<file path="src/rtl/alarm_pkg.sv">
package alarm_pkg;
    localparam int NUM_ALARMS = 2;
    localparam int NUM_FIELDS = 6;
    localparam int FIELD_W    = 7;
    localparam int BYTE_W     = 8;
    localparam int EN_BIT     = BYTE_W - 1;
    localparam int SLOT_BITS  = 3;
    localparam int SEL_W      = (NUM_ALARMS > 1) ? $clog2(NUM_ALARMS) : 1;
    localparam int ADDR_W     = SEL_W + SLOT_BITS;

    localparam logic [SLOT_BITS-1:0] SLOT_MODE = 3'd6;
    localparam logic [SLOT_BITS-1:0] SLOT_AUX  = 3'd7;

    typedef logic [BYTE_W-1:0]  abyte_t;
    typedef logic [FIELD_W-1:0] bcd_t;

    typedef struct packed {
        abyte_t [NUM_FIELDS-1:0] fld;
        logic                    rpt;
    } alarm_cfg_t;
endpackage

</file>
<file path="src/rtl/alarm_regfile.sv">
module alarm_regfile
    import alarm_pkg::*;
(
    input  logic                         clk,
    input  logic                         rst_n,
    input  logic                         wr_en,
    input  logic [ADDR_W-1:0]            wr_addr,
    input  logic [BYTE_W-1:0]            wr_data,
    output alarm_cfg_t [NUM_ALARMS-1:0]  cfg,
    output logic [NUM_ALARMS-1:0]        ien,
    output logic [NUM_ALARMS-1:0]        rearm,
    output logic [NUM_ALARMS-1:0]        clr
);
    typedef struct packed {
        alarm_cfg_t [NUM_ALARMS-1:0] cfg;
        logic [NUM_ALARMS-1:0]       ien;
    } rf_state_t;

    rf_state_t st_d, st_q;

    logic [SEL_W-1:0]     sel;
    logic [SLOT_BITS-1:0] slot;

    assign sel  = wr_addr[ADDR_W-1 -: SEL_W];
    assign slot = wr_addr[SLOT_BITS-1:0];

    always_comb begin
        st_d  = st_q;
        rearm = '0;
        clr   = '0;
        if (wr_en) begin
            for (int a = 0; a < NUM_ALARMS; a++) begin
                if (sel == SEL_W'(a)) begin
                    for (int f = 0; f < NUM_FIELDS; f++) begin
                        if (slot == SLOT_BITS'(f)) begin
                            st_d.cfg[a].fld[f] = wr_data;
                            rearm[a]           = 1'b1;
                        end
                    end
                    if (slot == SLOT_MODE) begin
                        st_d.cfg[a].rpt = wr_data[0];
                        rearm[a]        = 1'b1;
                    end
                end
            end
            if (slot == SLOT_AUX) begin
                if (sel == '0)
                    st_d.ien = wr_data[NUM_ALARMS-1:0];
                else if (sel == SEL_W'(NUM_ALARMS-1))
                    clr = wr_data[NUM_ALARMS-1:0];
            end
        end
    end

    always_ff @(posedge clk or negedge rst_n) begin
        if (!rst_n) begin
            st_q     <= '0;
            st_q.ien <= '1;
        end else begin
            st_q <= st_d;
        end
    end

    assign cfg = st_q.cfg;
    assign ien = st_q.ien;
endmodule

</file>
<file path="src/rtl/alarm_match.sv">
module alarm_match
    import alarm_pkg::*;
(
    input  abyte_t [NUM_FIELDS-1:0] fld,
    input  bcd_t   [NUM_FIELDS-1:0] now,
    output logic                    hit,
    output logic                    any_en
);
    logic [NUM_FIELDS-1:0] en;
    logic [NUM_FIELDS-1:0] ok;

    for (genvar f = 0; f < NUM_FIELDS; f++) begin : g_field
        assign en[f] = fld[f][EN_BIT];
        assign ok[f] = !en[f] || (fld[f][FIELD_W-1:0] == now[f]);
    end

    assign hit    = &ok;
    assign any_en = |en;
endmodule

</file>
<file path="src/rtl/alarm_channel.sv">
module alarm_channel (
    input  logic clk,
    input  logic rst_n,
    input  logic tick,
    input  logic hit,
    input  logic any_en,
    input  logic rpt,
    input  logic rearm,
    input  logic clr,
    output logic flag,
    output logic armed
);
    typedef struct packed {
        logic flag;
        logic armed;
    } ch_state_t;

    ch_state_t ch_d, ch_q;
    logic fire;

    always_comb begin
        ch_d = ch_q;
        fire = tick && ch_q.armed && any_en && hit;
        ch_d.flag = fire || (ch_q.flag && !clr);
        if (rearm)
            ch_d.armed = 1'b1;
        else if (fire && !rpt)
            ch_d.armed = 1'b0;
    end

    always_ff @(posedge clk or negedge rst_n) begin
        if (!rst_n) begin
            ch_q.flag  <= 1'b0;
            ch_q.armed <= 1'b1;
        end else begin
            ch_q <= ch_d;
        end
    end

    assign flag  = ch_q.flag;
    assign armed = ch_q.armed;
endmodule

</file>
<file path="src/rtl/cal_alarm_cmp.sv">
module cal_alarm_cmp
    import alarm_pkg::*;
(
    input  logic                  clk,
    input  logic                  rst_n,
    input  logic                  tick_1hz,
    input  logic [FIELD_W-1:0]    tm_sec,
    input  logic [FIELD_W-1:0]    tm_min,
    input  logic [FIELD_W-1:0]    tm_hour,
    input  logic [FIELD_W-1:0]    tm_date,
    input  logic [FIELD_W-1:0]    tm_month,
    input  logic [FIELD_W-1:0]    tm_dow,
    input  logic                  wr_en,
    input  logic [ADDR_W-1:0]     wr_addr,
    input  logic [BYTE_W-1:0]     wr_data,
    output logic [NUM_ALARMS-1:0] alarm_flag,
    output logic                  irq
);
    bcd_t [NUM_FIELDS-1:0]       now;
    alarm_cfg_t [NUM_ALARMS-1:0] cfg;
    logic [NUM_ALARMS-1:0]       ien;
    logic [NUM_ALARMS-1:0]       rearm;
    logic [NUM_ALARMS-1:0]       clr;
    logic [NUM_ALARMS-1:0]       hit;
    logic [NUM_ALARMS-1:0]       any_en;
    logic [NUM_ALARMS-1:0]       armed;
    logic [NUM_ALARMS-1:0]       rpt_mode;

    assign now = {tm_dow, tm_month, tm_date, tm_hour, tm_min, tm_sec};

    alarm_regfile u_regs (
        .clk     (clk),
        .rst_n   (rst_n),
        .wr_en   (wr_en),
        .wr_addr (wr_addr),
        .wr_data (wr_data),
        .cfg     (cfg),
        .ien     (ien),
        .rearm   (rearm),
        .clr     (clr)
    );

    for (genvar a = 0; a < NUM_ALARMS; a++) begin : g_alarm
        assign rpt_mode[a] = cfg[a].rpt;

        alarm_match u_match (
            .fld    (cfg[a].fld),
            .now    (now),
            .hit    (hit[a]),
            .any_en (any_en[a])
        );

        alarm_channel u_chan (
            .clk    (clk),
            .rst_n  (rst_n),
            .tick   (tick_1hz),
            .hit    (hit[a]),
            .any_en (any_en[a]),
            .rpt    (rpt_mode[a]),
            .rearm  (rearm[a]),
            .clr    (clr[a]),
            .flag   (alarm_flag[a]),
            .armed  (armed[a])
        );
    end

    assign irq = |(alarm_flag & ien);
endmodule

</file>
<file path="config.mk">
export PLATFORM = sky130hd
export DESIGN_NAME = cal_alarm_cmp
export DESIGN_NICKNAME = d
export VERILOG_FILES = /design/src/rtl/alarm_pkg.sv /design/src/rtl/alarm_regfile.sv /design/src/rtl/alarm_match.sv /design/src/rtl/alarm_channel.sv /design/src/rtl/cal_alarm_cmp.sv
export SDC_FILE = /design/constraint.sdc
export NUM_CORES = 1
export LEC_CHECK = 0
export ABC_AREA = 1
export BUFFER_PORTS_ARGS = -buffer_cell sky130_fd_sc_hd__buf_2
export CAP_MARGIN = 20
export CORE_MARGIN = 2
export CORE_UTILIZATION = 54
export CTS_CLUSTER_SIZE = 24
export DETAILED_ROUTE_END_ITERATION = 10
export GPL_TIMING_DRIVEN = 0
export PLACE_DENSITY = 0.78
export SKIP_CTS_REPAIR_TIMING = 1
export SLEW_MARGIN = 10
export SYNTH_ARGS = -nofsm -noshare
export SYNTH_HDL_FRONTEND = slang
export SYNTH_HIERARCHICAL = 1
export SYNTH_SLANG_ARGS = --single-unit
</file>
<file path="constraint.sdc">
create_clock -name clk -period 1.2 [get_ports clk]
set_clock_uncertainty 0.1 [all_clocks]
set_input_delay 0.24 -clock clk [delete_from_list [all_inputs] [get_ports clk]]
set_output_delay 0.24 -clock clk [all_outputs]
set_load 0.05 [all_outputs]
</file>
After elaboration in Yosys (flattened, before gate mapping) --
Cells that the tools add are included.
Operators by class: bitwise operators 2, muxes and demuxes 17, reductions and logical operators 63, equal/unequal tests 19
Operator list (count):
- $eq 7x7->1 | 12
- $reduce_and 3->1 | 15
- $logic_not 1->1 | 16
- $logic_or 1x1->1 | 14
- $mux 1 | 13
- $eq 3x3->1 const B | 4
- $reduce_and 6->1 | 2
- $reduce_or 6->1 | 2
- $logic_and 1x1->1 | 10
- $mux 2 | 4
- $eq 3x2->1 const B | 2
- $reduce_bool 2->1 | 2
- $eq 3x1->1 const B | 1
- $logic_not 3->1 | 1
- $and 2x2->2 | 1
- $reduce_or 2->1 | 1
- $not 1->1 | 1
Storage, ports and cells: logic and storage cells 120, bits of input ports 58, output and inout bits 3, bits in registers 104

Logic depth before layout (Yosys ltp) --
word-level depth 11, gate-level depth with buffers 14, depth with buffers taken out 14

Hierarchy --
The synthesis kept the hierarchy.
By module, submodules not included:
- alarm_regfile | times used 1, cells an instance 479, area each 4216.5 um^2
- alarm_match | times used 2, cells an instance 202, area each 832.0 um^2
- alarm_channel | times used 2, cells an instance 12, area each 91.3 um^2
- cal_alarm_cmp | times used 1, cells an instance 3, area each 11.3 um^2

Worst setup path after synthesis --
Ideal clock, no wire load.
kind register -> output, from register, netlist name g_alarm[0].u_chan/flag, to output port irq, path buffers 0, data required time 0.860 ns, stages on the path, launching flop included 3, data arrival time 1.074 ns, setup slack -0.214 ns, path through dfrtp_1 -> nand2_1 -> nand2_1
Between the ends: word-level cells in the longest chain between the ends 2
Ends and longest elaborated chain:
- $and 2x2->2 | RTL line cal_alarm_cmp.sv:67 | assign irq = |(alarm_flag & ien);
- $reduce_or 2->1 | RTL line cal_alarm_cmp.sv:67
- end: declaration | RTL line cal_alarm_cmp.sv:17 | output logic irq
No other way between the ends.

Worst setup path in the final report --
from register u_regs.st_q (netlist bit u_regs/cfg[14]), to register, netlist name g_alarm[0].u_chan/armed
Between the ends: word-level cells in the longest chain between the ends 6
Ends and longest elaborated chain:
- start: declaration | RTL line alarm_regfile.sv:19 | rf_state_t st_d, st_q;
- start signal: assignment | RTL line alarm_regfile.sv:60 | st_q <= st_d;
- $eq 7x7->1 | RTL line alarm_match.sv:14 | assign ok[f] = !en[f] || (fld[f][FIELD_W-1:0] == now[f]);
- $logic_or 1x1->1 | RTL line alarm_match.sv:14
- $reduce_and 6->1 | RTL line alarm_match.sv:17 | assign hit = &ok;
- named net hit[0] | RTL line cal_alarm_cmp.sv:24 | logic [NUM_ALARMS-1:0] hit;
- $logic_and 1x1->1 | RTL line alarm_channel.sv:23 | fire = tick && ch_q.armed && any_en && hit;
- $logic_and 1x1->1 | RTL line alarm_channel.sv:27 | else if (fire && !rpt)
- $reduce_bool 2->1 (no line)
The timed path passes the listed nets, and every way through them passes these cells. A chain may end at the register's enable or synchronous reset.

==> summary.md <==
| Metric | Value |
|---|---|
| Outcome | finished, violations left |
| Failing checks | negative setup slack |
| Cell internal pwr | 6.52 mW |
| Rel. slew slack | 52.6% |
| Fin crit share | 138% |
| Hpwl dp | 10700 um |
| Cells after Synth | 910 |
| Largest net degree at the start of global routing | 89 |
| Global-route wire length before repair | 24300 um |
| Fin Hold WS | 58.8 ps |
| Net Count, Synth | 968 |
| Mux contribution to synthesized area | 0% |
| Clk buf depth | 2 |
| I/O Pins | 61 |
| Post-Synth Simple-Gate Area | 41.1% |
| Post-Syn Area | 0.00607 mm2 |
| Ant diodes | 0 |
| Arrival time worst endpoint | 1860 ps |
| CP Capture Type | register |
| Placer congestion estimate | 0.890 |
| Via/cell ratio | 4.99 |
| Setup repair after global routing missed its margin | yes |
| Seq/Total Area, Yosys | 42.9% |
| Switching power | 3.44 mW |
| Peak Freq | 606 MHz |
| # Max-Cap Violations | 0 |
| Hold Path Class | in2reg |
| Distinct cell type count after synthesis | 21 |
| Remaining DRCs | 0 |
| Initial antenna violation count | 0 |
| Drt wl/cell | 13.4 um |
| Routed WL | 15100 um |
| Die ar. | 0.0121 mm2 |
| Max VDD drop | 1.14 mV |
| Gr usage total | 26.1% |
| Yosys warnings | 6 |
| Crit path time final | 1650 ps |
| Setup CP Type | reg2reg |
| Final #Nets | 1041 |
| Area grow syn2layout | 13.9% |
| Flop-to-flop setup slack | -450 ps |
| Adder-cell share of the synthesized area | 0% |
| Core Area | 0.0109 mm2 |
| CTS tree | done |
| Clock network power share | 24.6% |
| Number of DRC markers in iteration 0 | 380 |
| Synthesized flop and latch total | 104 |
| Commonest cells after routing, fill and taps aside | 429 x nand2_1, 127 x inv_1, 99 x dfrtp_1 |
| Final Hold Viols | 0 |
| Syn avg cell area | 6.68 um2 |
| Router iterations before antenna repair | 5 |
| Main combinational cell family by area after synthesis | simple AND/OR/NAND/NOR gates |
| Post-Synth XOR/XNOR Area | 3.17% |
| Crit start category | register |
| Clk sinks | 104 |
| Synth Area in Compound Gates | 1.81% |
| Initial core utilization | 55.8% |
| Worst-Margin Slew | 711 ps |
| Finished Core Util | 63.5% |
| Fin. max-slew vios | 0 |
| Switching Fraction | 34.5% |
| Vias | 5633 |
| Power share of the combinational group | 26.7% |
| Clk_lat worst skew | 380 ps |
| Post-route ant nets | 0 |
| Setup ws final | -451 ps |
| Final setup fails | 7 |
| IO Port Bufs | 56 |
| Leakage | 4.01 nW |
| Pwr/cell area | 1440 mW/mm2 |
| Most common cell after layout, fill and taps aside | nand2_1 |
| Required @ worst endpoint | 1410 ps |
| Clock root buffer | clkbuf_8 |
| CTS Buf Count | 9 |
| Die span in x | 110 um |
| Die H | 110 um |
| FP Rows | 38 |
| Share of layout cells above drive strength 1 | 14.3% |
| CTS H-tree lvls | 3 |
| Grt ovf | 0 |
| Vias in the first global route | 5113 |
| Sequential Power Share | 48.7% |
| Clock transition at path regs | 110 ps |
| Maximum fanout along the worst path | 3 |
metrics by stage:
stage | cell area, um2 | setup slack, ps | TNS, ps | std cells | total power [mW]
6_report | 6920 | -451 | -2160 | 1128 | 9.95
4_1_cts | 6790 | -489 | -3130 | 1123 | 9.76
3_5_place_dp | 6570 | -456 | -27470 | 1107 | 7.35
2_1_floorplan | 6080 | -123 | -380 | 910 | 6.58
3_3_place_gp | 6530 | -1540 | -165800 | 1106 | 7.23
5_1_grt | 6920 | -633 | -2970 | 1128 | 10.6
kinds of logic after synthesis:
group	after synthesis
and+or+nand+nor	600
buffers and inverters	164
DFF	104
xor gates and xnor gates	22
AOI/OAI and AO/OA	20
worst max-delay path, cell delays in order, from the launching register on:
cell	delay, ps
dfrtp_1	400
inv_1	60
nand2_1	60
nand2_1	70
nand2_1	60
nor2_1	110
nand2_1	120
nand2_1	80
nand3_1	90
nor2_1	100
nand2_1	110
nor2_1	100
nand2_1	50
nand2_1	50
nand2_1	40
cell usage after synthesis, drive strengths merged:
cell | n | area (um2)
nand2 | 434 | 1630
inv | 131 | 492
dfrtp | 100 | 2500
nand3 | 72 | 380
nor2 | 59 | 269
nand4 | 33 | 206
buf | 23 | 138
o21ai | 18 | 97.6
xnor2 | 16 | 140
clkbuf | 10 | 37.5
xor2 | 6 | 52.6
dfstp | 4 | 105
nor4 | 2 | 12.5
o22ai | 2 | 12.5
layout make-up:
cell class                 instances  area (um2)
timing repair buffer              62         377
buffer                            33         181
multi-input combinational        642        2860
clock inverter                     6        92.6
clock buffer                      10         128
inverter                         131         492
fill                            1001        3970
sequential                       104        2610
tap                              140         175
per-layer routing:
layer | global-route usage (%) | wire length, um
met2 | 42.0 | 6960
met3 | 4.41 | 813
met1 | 37.2 | 7120
met4 | 5.97 | 180
met5 | 0 | 0
final timing paths:
| check | from | cells after the start | endpoint |
|---|---|---|---|
| max | u_regs/cfg[14] | 14 | g_alarm[0].u_chan/armed |
| min | wr_data[2] | 3 | u_regs/cfg[3] |
| max reg2reg | u_regs/cfg[14] | 14 | g_alarm[0].u_chan/armed |
| min reg2reg | g_alarm[0].u_chan/armed | 2 | g_alarm[0].u_chan/armed |
| max in group asynchronous | rst_n | 3 | u_regs/cfg[59] |
| min in group asynchronous | rst_n | 2 | u_regs/cfg[47] |
power groups by stage:
| stage | clock, mW | combinational [mW] | sequential [mW] |
|---|---|---|---|
| after CTS | 2.46 | 2.46 | 4.83 |
| after detailed placement | 0 | 2.46 | 4.90 |
| after global routing | 2.59 | 3.05 | 4.96 |
| after floorplan | 0 | 1.73 | 4.85 |
| after global placement | 0 | 2.36 | 4.88 |
| final | 2.45 | 2.65 | 4.85 |
state kept, by name, indices dropped and copies added, names as in the netlist:
register / count
u_regs/ien: 2
g_alarm.u_chan/armed: 2
u_regs/cfg: 98
g_alarm.u_chan/flag: 2
Note: power is estimated with default switching activity, not from simulation.
